**config.mk**
```make
export PLATFORM = sky130hd
export DESIGN_NAME = addr_route_unit
export DESIGN_NICKNAME = d
export VERILOG_FILES = /design/src/rtl/addr_route_pkg.sv /design/src/rtl/region_cmp.sv /design/src/rtl/first_hit.sv /design/src/rtl/addr_route_unit.sv
export SDC_FILE = /design/constraint.sdc
export NUM_CORES = 2
export LEC_CHECK = 0
export BUFFER_PORTS_ARGS = -buffer_cell sky130_fd_sc_hd__buf_2
export CORE_MARGIN = 5
export CORE_UTILIZATION = 65
export CTS_BUF_LIST = sky130_fd_sc_hd__clkbuf_4 sky130_fd_sc_hd__clkbuf_8 sky130_fd_sc_hd__clkbuf_16
export DETAILED_ROUTE_END_ITERATION = 8
export GPL_TIMING_DRIVEN = 1
export PLACE_DENSITY = 0.82
export SLEW_MARGIN = 15
export SYNTH_ARGS = -nofsm -noshare
export SYNTH_HDL_FRONTEND = slang
export SYNTH_SLANG_ARGS = --single-unit
```
**constraint.sdc**
```tcl
create_clock -name clk -period 18.6 [get_ports clk]
set_clock_uncertainty 0.2 [all_clocks]
set_input_delay 3.72 -clock clk [delete_from_list [all_inputs] [get_ports clk]]
set_output_delay 3.72 -clock clk [all_outputs]
set_load 0.1 [all_outputs]
```
**src/rtl/addr_route_pkg.sv**
```systemverilog
package addr_route_pkg;
    localparam int PG_W  = 20;
    localparam int CS_N  = 8;
    localparam int CS_W  = $clog2(CS_N);
    localparam int CFG_W = 48;

    typedef enum logic [1:0] {
        INIT_CPU = 2'd0,
        INIT_PCI = 2'd1,
        INIT_DMA = 2'd2,
        INIT_AUX = 2'd3
    } init_e;

    typedef enum logic [1:0] {
        RT_GP  = 2'd0,
        RT_ROM = 2'd1,
        RT_PCI = 2'd2,
        RT_RSV = 2'd3
    } rtgt_e;

    typedef enum logic [2:0] {
        DST_NONE  = 3'd0,
        DST_SDRAM = 3'd1,
        DST_GP    = 3'd2,
        DST_ROM   = 3'd3,
        DST_PCI   = 3'd4,
        DST_CFG   = 3'd5,
        DST_BOOT  = 3'd6
    } dst_e;

    typedef struct packed {
        logic            en;
        rtgt_e           tgt;
        logic            posdec;
        logic [CS_W-1:0] cs;
        logic            spare;
        logic [PG_W-1:0] base;
        logic [PG_W-1:0] size;
    } region_t;

    typedef struct packed {
        logic            valid;
        dst_e            dst;
        logic [CS_N-1:0] cs;
        logic            nc;
        logic            wp;
        logic            err;
    } resp_t;
endpackage

```
**src/rtl/region_cmp.sv**
```systemverilog
module region_cmp
    import addr_route_pkg::*;
#(
    parameter int              IDX       = 0,
    parameter int              PCI_SLOTS = 2,
    parameter logic [PG_W-1:0] LOW_PG    = 20'h40000
) (
    input  region_t         cfg,
    input  logic [PG_W-1:0] page,
    output logic            hit
);
    localparam bit PCI_OK = (IDX < PCI_SLOTS);

    logic [PG_W:0] lim;
    logic          in_rng;
    logic          legal;
    logic          low_ok;

    always_comb begin
        lim    = {1'b0, cfg.base} + {1'b0, cfg.size};
        in_rng = (page >= cfg.base) && ({1'b0, page} < lim);
        legal  = 1'b0;
        low_ok = 1'b1;
        case (cfg.tgt)
            RT_GP, RT_ROM: begin
                legal  = 1'b1;
                low_ok = (page < LOW_PG);
            end
            RT_PCI:  legal = PCI_OK;
            default: legal = 1'b0;
        endcase
        hit = cfg.en && legal && low_ok && in_rng;
    end
endmodule

```
**src/rtl/first_hit.sv**
```systemverilog
module first_hit #(
    parameter int N = 16
) (
    input  logic [N-1:0]         hits,
    output logic                 any,
    output logic [$clog2(N)-1:0] idx
);
    localparam int IW = $clog2(N);

    always_comb begin
        any = |hits;
        idx = '0;
        for (int i = N - 1; i >= 0; i--) begin
            if (hits[i]) idx = IW'(i);
        end
    end
endmodule

```
**src/rtl/addr_route_unit.sv**
```systemverilog
module addr_route_unit
    import addr_route_pkg::*;
#(
    parameter int              N_REG     = 16,
    parameter int              PCI_SLOTS = 2,
    parameter logic [PG_W-1:0] CFG_PAGE  = 20'hFFFEF,
    parameter logic [15:0]     BOOT_SEG  = 16'hFFFF,
    parameter logic [PG_W-1:0] LOW_PG    = 20'h40000
) (
    input  logic                     clk,
    input  logic                     rst_n,
    input  logic                     cfg_we,
    input  logic [$clog2(N_REG)-1:0] cfg_idx,
    input  logic [CFG_W-1:0]         cfg_wdata,
    input  logic [PG_W-1:0]          mem_top,
    input  logic                     req_valid,
    input  logic [31:0]              req_addr,
    input  logic [1:0]               req_init,
    output logic                     rsp_valid,
    output logic [2:0]               rsp_dst,
    output logic [CS_N-1:0]          rsp_cs,
    output logic                     rsp_nc,
    output logic                     rsp_wp,
    output logic                     rsp_err
);
    localparam int IW = $clog2(N_REG);

    typedef struct packed {
        region_t [N_REG-1:0] regs;
        resp_t               rsp;
    } state_t;

    state_t          st_q, st_d;
    logic [PG_W-1:0] page;
    logic [N_REG-1:0] hits;
    logic            any_hit;
    logic [IW-1:0]   sel_idx;
    region_t         sel;
    logic            unused_ok;

    assign page      = req_addr[31:12];
    assign unused_ok = ^req_addr[11:0];

    // One comparator per region register
    for (genvar g = 0; g < N_REG; g++) begin : g_cmp
        region_cmp #(
            .IDX      (g),
            .PCI_SLOTS(PCI_SLOTS),
            .LOW_PG   (LOW_PG)
        ) i_cmp (
            .cfg (st_q.regs[g]),
            .page(page),
            .hit (hits[g])
        );
    end

    first_hit #(.N(N_REG)) i_pick (
        .hits(hits),
        .any (any_hit),
        .idx (sel_idx)
    );

    assign sel = st_q.regs[sel_idx];

    always_comb begin
        logic  cpu, pci, below, cfg_hit, boot_hit;
        resp_t r;

        st_d = st_q;
        if (cfg_we) st_d.regs[cfg_idx] = region_t'(cfg_wdata);

        cpu      = (req_init == INIT_CPU);
        pci      = (req_init == INIT_PCI);
        below    = (page < mem_top);
        cfg_hit  = (page == CFG_PAGE);
        boot_hit = (req_addr[31:16] == BOOT_SEG);

        r     = '0;
        r.dst = DST_NONE;
        if (cfg_hit || boot_hit) begin
            // fixed windows outrank every region register
            if (cpu)       r.dst = cfg_hit ? DST_CFG : DST_BOOT;
            else if (!pci) r.err = 1'b1;
        end else if (cpu && any_hit) begin
            case (sel.tgt)
                RT_GP: begin
                    r.dst = DST_GP;
                    r.nc  = 1'b1;
                    if (!sel.posdec) r.cs[sel.cs] = 1'b1;
                end
                RT_ROM:  r.dst = DST_ROM;
                default: r.dst = DST_PCI;
            endcase
        end else if (below) begin
            r.dst = DST_SDRAM;
            r.wp  = pci && any_hit && (sel.tgt == RT_GP);
        end else if (cpu) begin
            r.dst = DST_PCI;
        end else if (!pci) begin
            r.err = 1'b1;
        end

        if (req_valid) begin
            r.valid = 1'b1;
        end else begin
            r     = '0;
            r.dst = DST_NONE;
        end
        st_d.rsp = r;
    end

    always_ff @(posedge clk or negedge rst_n) begin
        if (!rst_n) st_q <= '0;
        else        st_q <= st_d;
    end

    assign rsp_valid = st_q.rsp.valid;
    assign rsp_dst   = st_q.rsp.dst;
    assign rsp_cs    = st_q.rsp.cs;
    assign rsp_nc    = st_q.rsp.nc;
    assign rsp_wp    = st_q.rsp.wp;
    assign rsp_err   = st_q.rsp.err;
endmodule

```
# --- Yosys cells after proc, flatten, opt, wreduce, memory -nomap -nowiden ---
# Index checks and enable logic that the tools add are counted.
# Widths: inputs -> output; s select.
op_classes:
  n_addsub: 16
  n_mul: 0
  n_div: 0
  n_lt_le_gt_ge: 39
  n_eq_ne: 22
  n_shift: 0
  n_mux: 74
  bitwise_logic: 0
  n_reduce_logical: 107
op_table:
  columns: ["cell", "n"]
  rows:
  - ["$bwmux 768", 1]
  - ["$add 20x20->21", 16]
  - ["$lt 20x21->1", 16]
  - ["$ge 20x20->1", 16]
  - ["$bmux 48 s4", 1]
  - ["$demux 48 s4", 1]
  - ["$logic_and 1x1->1", 69]
  - ["$mux 4", 16]
  - ["$mux 48", 1]
  - ["$mux 47", 1]
  - ["$mux 1", 39]
  - ["$eq 2x1->1 const B", 18]
  - ["$logic_not 2->1", 18]
  - ["$reduce_or 2->1", 16]
  - ["$eq 20x20->1 const B", 1]
  - ["$lt 20x19->1 const B", 1]
  - ["$lt 20x20->1", 1]
  - ["$mux 9", 2]
  - ["$eq 16x16->1 const B", 1]
  - ["$reduce_or 16->1", 1]
  - ["$mux 3", 5]
  - ["$mux 14", 1]
  - ["$lt 4x5->1 const B", 2]
  - ["$mux 10", 1]
  - ["10 further kinds", 13]
word_totals:
  register_bits: 783
  latchBits: 0
  mem_bits_rw: 0
  romBits: 0
  input_bits: 110
  word_cells: 376
  mem_count: 0

# --- Longest topological paths before layout ---
depth:
  depth_word: 33
  mapped_depth: 35

# --- Hierarchy ---
# A second synthesis with hierarchy kept.
unflattened:
  hier_cells: 5786
  hier_area_um2: 60255.3
by_module_without_submodules:
  columns: ["module", "instances", "cells_per_inst", "area_per_inst_um2", "seq_area_each_um2"]
  rows:
  - ["addr_route_unit", 1, 1884, 30566.8, 19593.8]
  - ["region_cmp (g_cmp[10].i_cmp ...)", 7, 237, 1845.5, 0.0]
  - ["region_cmp (g_cmp[13].i_cmp ...)", 7, 243, 1821.7, 0.0]
  - ["region_cmp (g_cmp[0].i_cmp ...)", 2, 254, 1920.6, 0.0]
  - ["first_hit", 1, 34, 176.4, 0.0]

# --- Worst setup path after synthesis ---
# Ideal clock, no wire load.
synth_path:
  kind: "input to register"
  from: "input port req_addr[12]"
  to: "register st_q, in the netlist rsp_cs[3]"
  setup_time_ns: 0.087
  t_arrival_ns: 8.088
  required_time_ns: 18.313
  setup_slack_ns: 10.225
  cell_stages: 18
  path_cell_list: "clkbuf_1 inv_2 ha_1 nand2b_1 a211oi_1 nor3_1 o31a_1 o31ai_1 a32oi_1 a311o_1 o21a_1 a211o_1 o21a_4 or4b_1 a41o_1 nor4_4 or3b_4 nor3_1"
synth_lines:
  columns: ["item", "line", "source"]
  rows:
  - ["start: declaration", "addr_route_unit.sv:17", "input logic [31:0] req_addr,"]
  - ["end signal: assignment", "addr_route_unit.sv:114", "else st_q <= st_d;"]
  - ["end: declaration", "addr_route_unit.sv:33", "state_t st_q, st_d;"]

==> metrics.md <==
| Metric | Value |
|---|---|
| Switch share | 40.0% |
| Slew HR | 20.3% |
| Chain of cells forming the critical path | buf_2 > buf_4 > inv_2 > ha_1 > nor2b_1 > o21ai_0 > a21oi_1 > nor2_1 > o41ai_1 > a221oi_1 > nor2_1 > o211ai_1 > a31oi_1 > nor2_4 > or4b_1 > a41o_1 > nor4_4 > or3b_4 > nor3b_1 |
| Largest net degree at the start of global routing | 165 |
| Result of the run | finished clean |
| CTS tree | done |
| Wire length of the first global-routing pass | 265000 um |
| Post-Syn Area per Cell | 9.91 um2 |
| Largest area contributor in the netlist | sky130_fd_sc_hd__dfrtp_1 |
| Commonest register cell after synthesis | sky130_fd_sc_hd__dfrtp_1 |
| Element type at the critical path start | input port |
| Highest clock frequency the design can meet | 99.1 MHz |
| Inserted Clock Buffers | 86 |
| Required time worst endpoint | 18.96 ns |
| Fill cells | 6429 |
| Synth top cells by count | 963 x sky130_fd_sc_hd__ha_1, 767 x sky130_fd_sc_hd__dfrtp_1, 564 x sky130_fd_sc_hd__mux2_2 |
| Cell family contributing the most delay on the critical path | simple AND/OR/NAND/NOR gates |
| Average detailed-routed wire length per instance | 24.5 um |
| Worst-path maximum fanout | 31 |
| Die Ht | 307 um |
| Seq pwr share | 27.1% |
| Slowest stage cell, crit path | sky130_fd_sc_hd__a221oi_1 |
| Tcrit/Tclk final | 54.2% |
| Switching power of the nets | 3430 uW |
| Post-route DRC | 0 |
| Yosys warning total | 0 |
| Setup TNS | 0 ns |
| Hold Path Class | register to register |
| Worst-skew pair later-pin latency | 0.67 ns |
| Critical path capture point type | register |
| Total GRT Usage | 36.4% |
| GR Overflow Total | 0 |
| Count of boundary I/O pins | 125 |
| Worst reg2reg setup slack | 9.34 ns |
| Reg clk slew, reported paths | 0.06 ns |
| Launch point of the worst hold path | st_q[733] |
| Remaining antenna violation count after routing | 0 |
| Delay contributed by the slowest stage of the critical path | 0.94 ns |
| Sum of buffers and inverters on the critical path | 3 |
| Worst hold path stage count | 1 |
| Setup repair after global routing missed its margin | false |
| Hold Crit Endpoint | st_q[733] |
| Sink count of the clock tree | 767 |
| Post-layout power | 8580 uW |
| Iteration count of the initial detailed-routing pass | 6 |
| Seq/Total Area, Yosys | 33.4% |
| Ratio of routed vias to standard cells | 6.55 |
| Cell area after placement | 59400 um2 |
| Area Growth Syn to Fin | 8.88% |
| Worst-Margin Slew | 1.19 ns |
| WL final | 176000 um |
| Part of the total power dissipated in combinational logic | 51.3% |
| Share of synthesized registers carrying an async set or reset | 100% |
| Worst setup margin | 8.51 ns |
| Number of cell instances on the worst register-to-register path | 31 |
| Netlist area before placement | 57500 um2 |
| Via count of the first global-routing pass | 45800 |
| Clock tree root driver cell | sky130_fd_sc_hd__clkbuf_16 |
| Area of the core region | 88100 um2 |
| Synthesized flop and latch total | 767 |
| Most frequent cell on the critical path | sky130_fd_sc_hd__nor2_1 |
| Port-buffer cells | 111 |
| Post-Place Worst Slack | 8.07 ns |
| Proportion of netlist area held by the largest area contributor | 33.4% |
| Initial Util | 65.3% |
| Post-CTS setup repair buffer count | 0 |
| Die Area | 94500 um2 |
| Beginning of the worst register-to-register path | st_q[304] |
| Number of pins exceeding their max-slew limit in the final report | 0 |
| Detailed-placement wirelength estimate | 113000 um |
| Cts-stage hold buffer count | 0 |
| Max-capacitance violation count | 0 |
| Most used standard cell by instance count after synthesis | sky130_fd_sc_hd__ha_1 |
| Instance count of the mapped netlist | 5804 |
| Final Critical Period | 10.09 ns |
| Starting DRC count in detailed routing | 4574 |
| Number of different library cells in the post-synthesis netlist | 93 |
| Portion of total power attributed to the clock network | 21.6% |
| Classification of the worst setup path | input port to register |
| Leakage | 0.0302 uW |
| Post-layout util | 71.1% |
| # rows | 109 |
| Arrival @ worst endpoint | 10.45 ns |
| Internal cell power | 5150 uW |
| Maximum resistive drop on vdd | 0.0888 mV |
| Cell area after layout | 62600 um2 |
| Die outline width | 307 um |
| CTS H-Tree Depth | 3 |
| Leading cell types by total area after synthesis | sky130_fd_sc_hd__dfrtp_1 33%, sky130_fd_sc_hd__ha_1 21%, sky130_fd_sc_hd__mux2_2 11%, sky130_fd_sc_hd__a21oi_1 3.7%, sky130_fd_sc_hd__o21ai_0 3.6% |
| Vias after detailed routing | 47000 |
| Pwr dens | 137 nW/um2 |
| Maximum clock path buffer count | 3 |
| Syn_nets | 6893 |
| Total setup violations reported at the end of the flow | 0 |
| Hold violation total from the final report | 0 |
| Initial antenna violation count | 24 |
| R2R Path End | rsp_cs[2] |
| Global placer's final weighted congestion | 0.928 |
| Layout Nets | 6989 |
| Resize count post-CTS | 0 |
| Layout cells sized above 1 | 15.7% |
| Number of enable flip-flop cells after synthesis | 0 |
==> worst max-delay path by stage <==
stage | endpoint | cells after the start | slack, ns | from
2_1_floorplan | rsp_cs[3] | 18 | 10.23 | req_addr[12]
3_3_place_gp | rsp_cs[2] | 18 | 8.10 | req_addr[31]
3_5_place_dp | rsp_cs[2] | 19 | 8.07 | req_addr[12]
4_1_cts | rsp_cs[2] | 19 | 8.68 | req_addr[12]
5_1_grt | rsp_cs[2] | 18 | 8.39 | req_addr[31]
6_report | rsp_cs[2] | 19 | 8.51 | req_addr[12]
==> power by group through the flow <==
stage               Combinational [uW]  Clock [uW]  Sequential, uW
floorplan                         3310           0            2270
global placement                  4090           0            2310
detailed placement                4280           0            2340
CTS                               4330        1870            2320
global route                      4930        1940            2360
finish                            4400        1860            2320
==> worst reg2reg max path, delay by kind of cell (launching register included) <==
| kind | cells | cell delay [ns] |
|---|---|---|
| simple gates | 9 | 3.03 |
| compound gates | 19 | 4.75 |
| fa+ha+maj | 2 | 0.60 |
| xor+xnor | 1 | 0.13 |
| flops | 1 | 0.41 |
==> registers in the layout, indices dropped and copies added (netlist names) <==
name,flops
rsp_err,1
st_q,752
rsp_cs,8
rsp_wp,1
rsp_nc,1
rsp_dst,3
rsp_valid,1
==> placed cells by master (no fill, tap or decap), types with 84 or more instances in the layout <==
cell type                     n
sky130_fd_sc_hd__ha_1       963
sky130_fd_sc_hd__nor2_1     213
sky130_fd_sc_hd__nand2_1    387
sky130_fd_sc_hd__buf_2      110
sky130_fd_sc_hd__o21ai_0    415
sky130_fd_sc_hd__clkbuf_16   87
sky130_fd_sc_hd__dfrtp_1    767
sky130_fd_sc_hd__inv_1      446
sky130_fd_sc_hd__xnor2_1    149
sky130_fd_sc_hd__a21o_1     185
sky130_fd_sc_hd__a21oi_1    421
sky130_fd_sc_hd__mux2_2     564
sky130_fd_sc_hd__xor2_1     120
sky130_fd_sc_hd__o21bai_1    84
==> cell families (layout without fill, tap and decap cells) <==
kind of cell	after synthesis	in the layout	synth area share (%)
simple gates	1093	1093	9.20
other cells	0	43	0
compound gates	1496	1496	16.2
mux	595	595	11.7
flops	767	767	33.4
buf+inv	605	767	3.96
xor+xnor	269	269	4.10
fa+ha+maj	979	979	21.5
==> metal layers <==
metal  track usage (%)  vias to the layer above  wire length [um]
li1                  -                    21300                 -
met1              46.2                    22700             66700
met2              55.9                     2326             76900
met3              8.83                      684             19000
met4              23.6                        2             13000
met5                 0                        -                20
==> per-stage QoR <==
step / hold slack [ns] / std cells
finish: 0.299 / 7174
CTS: 0.300 / 7131
floorplan: 0.270 / 5804
detailed placement: 0.287 / 6977
global placement: 0.278 / 6977
global route: 0.314 / 7137
==> final cells by class <==
class	count	area [um2]	share of cell area [%]
well taps	1165	1460	2.33
repair buffers	166	991	1.58
flip-flops and latches	767	19200	30.7
diodes	43	108	0.172
multi-input cells	4432	36100	57.7
clock buffers	116	2460	3.93
inverters	447	1680	2.68
clock inverters	38	592	0.945
No activity file was read; power rests on OpenSTA's default activity.
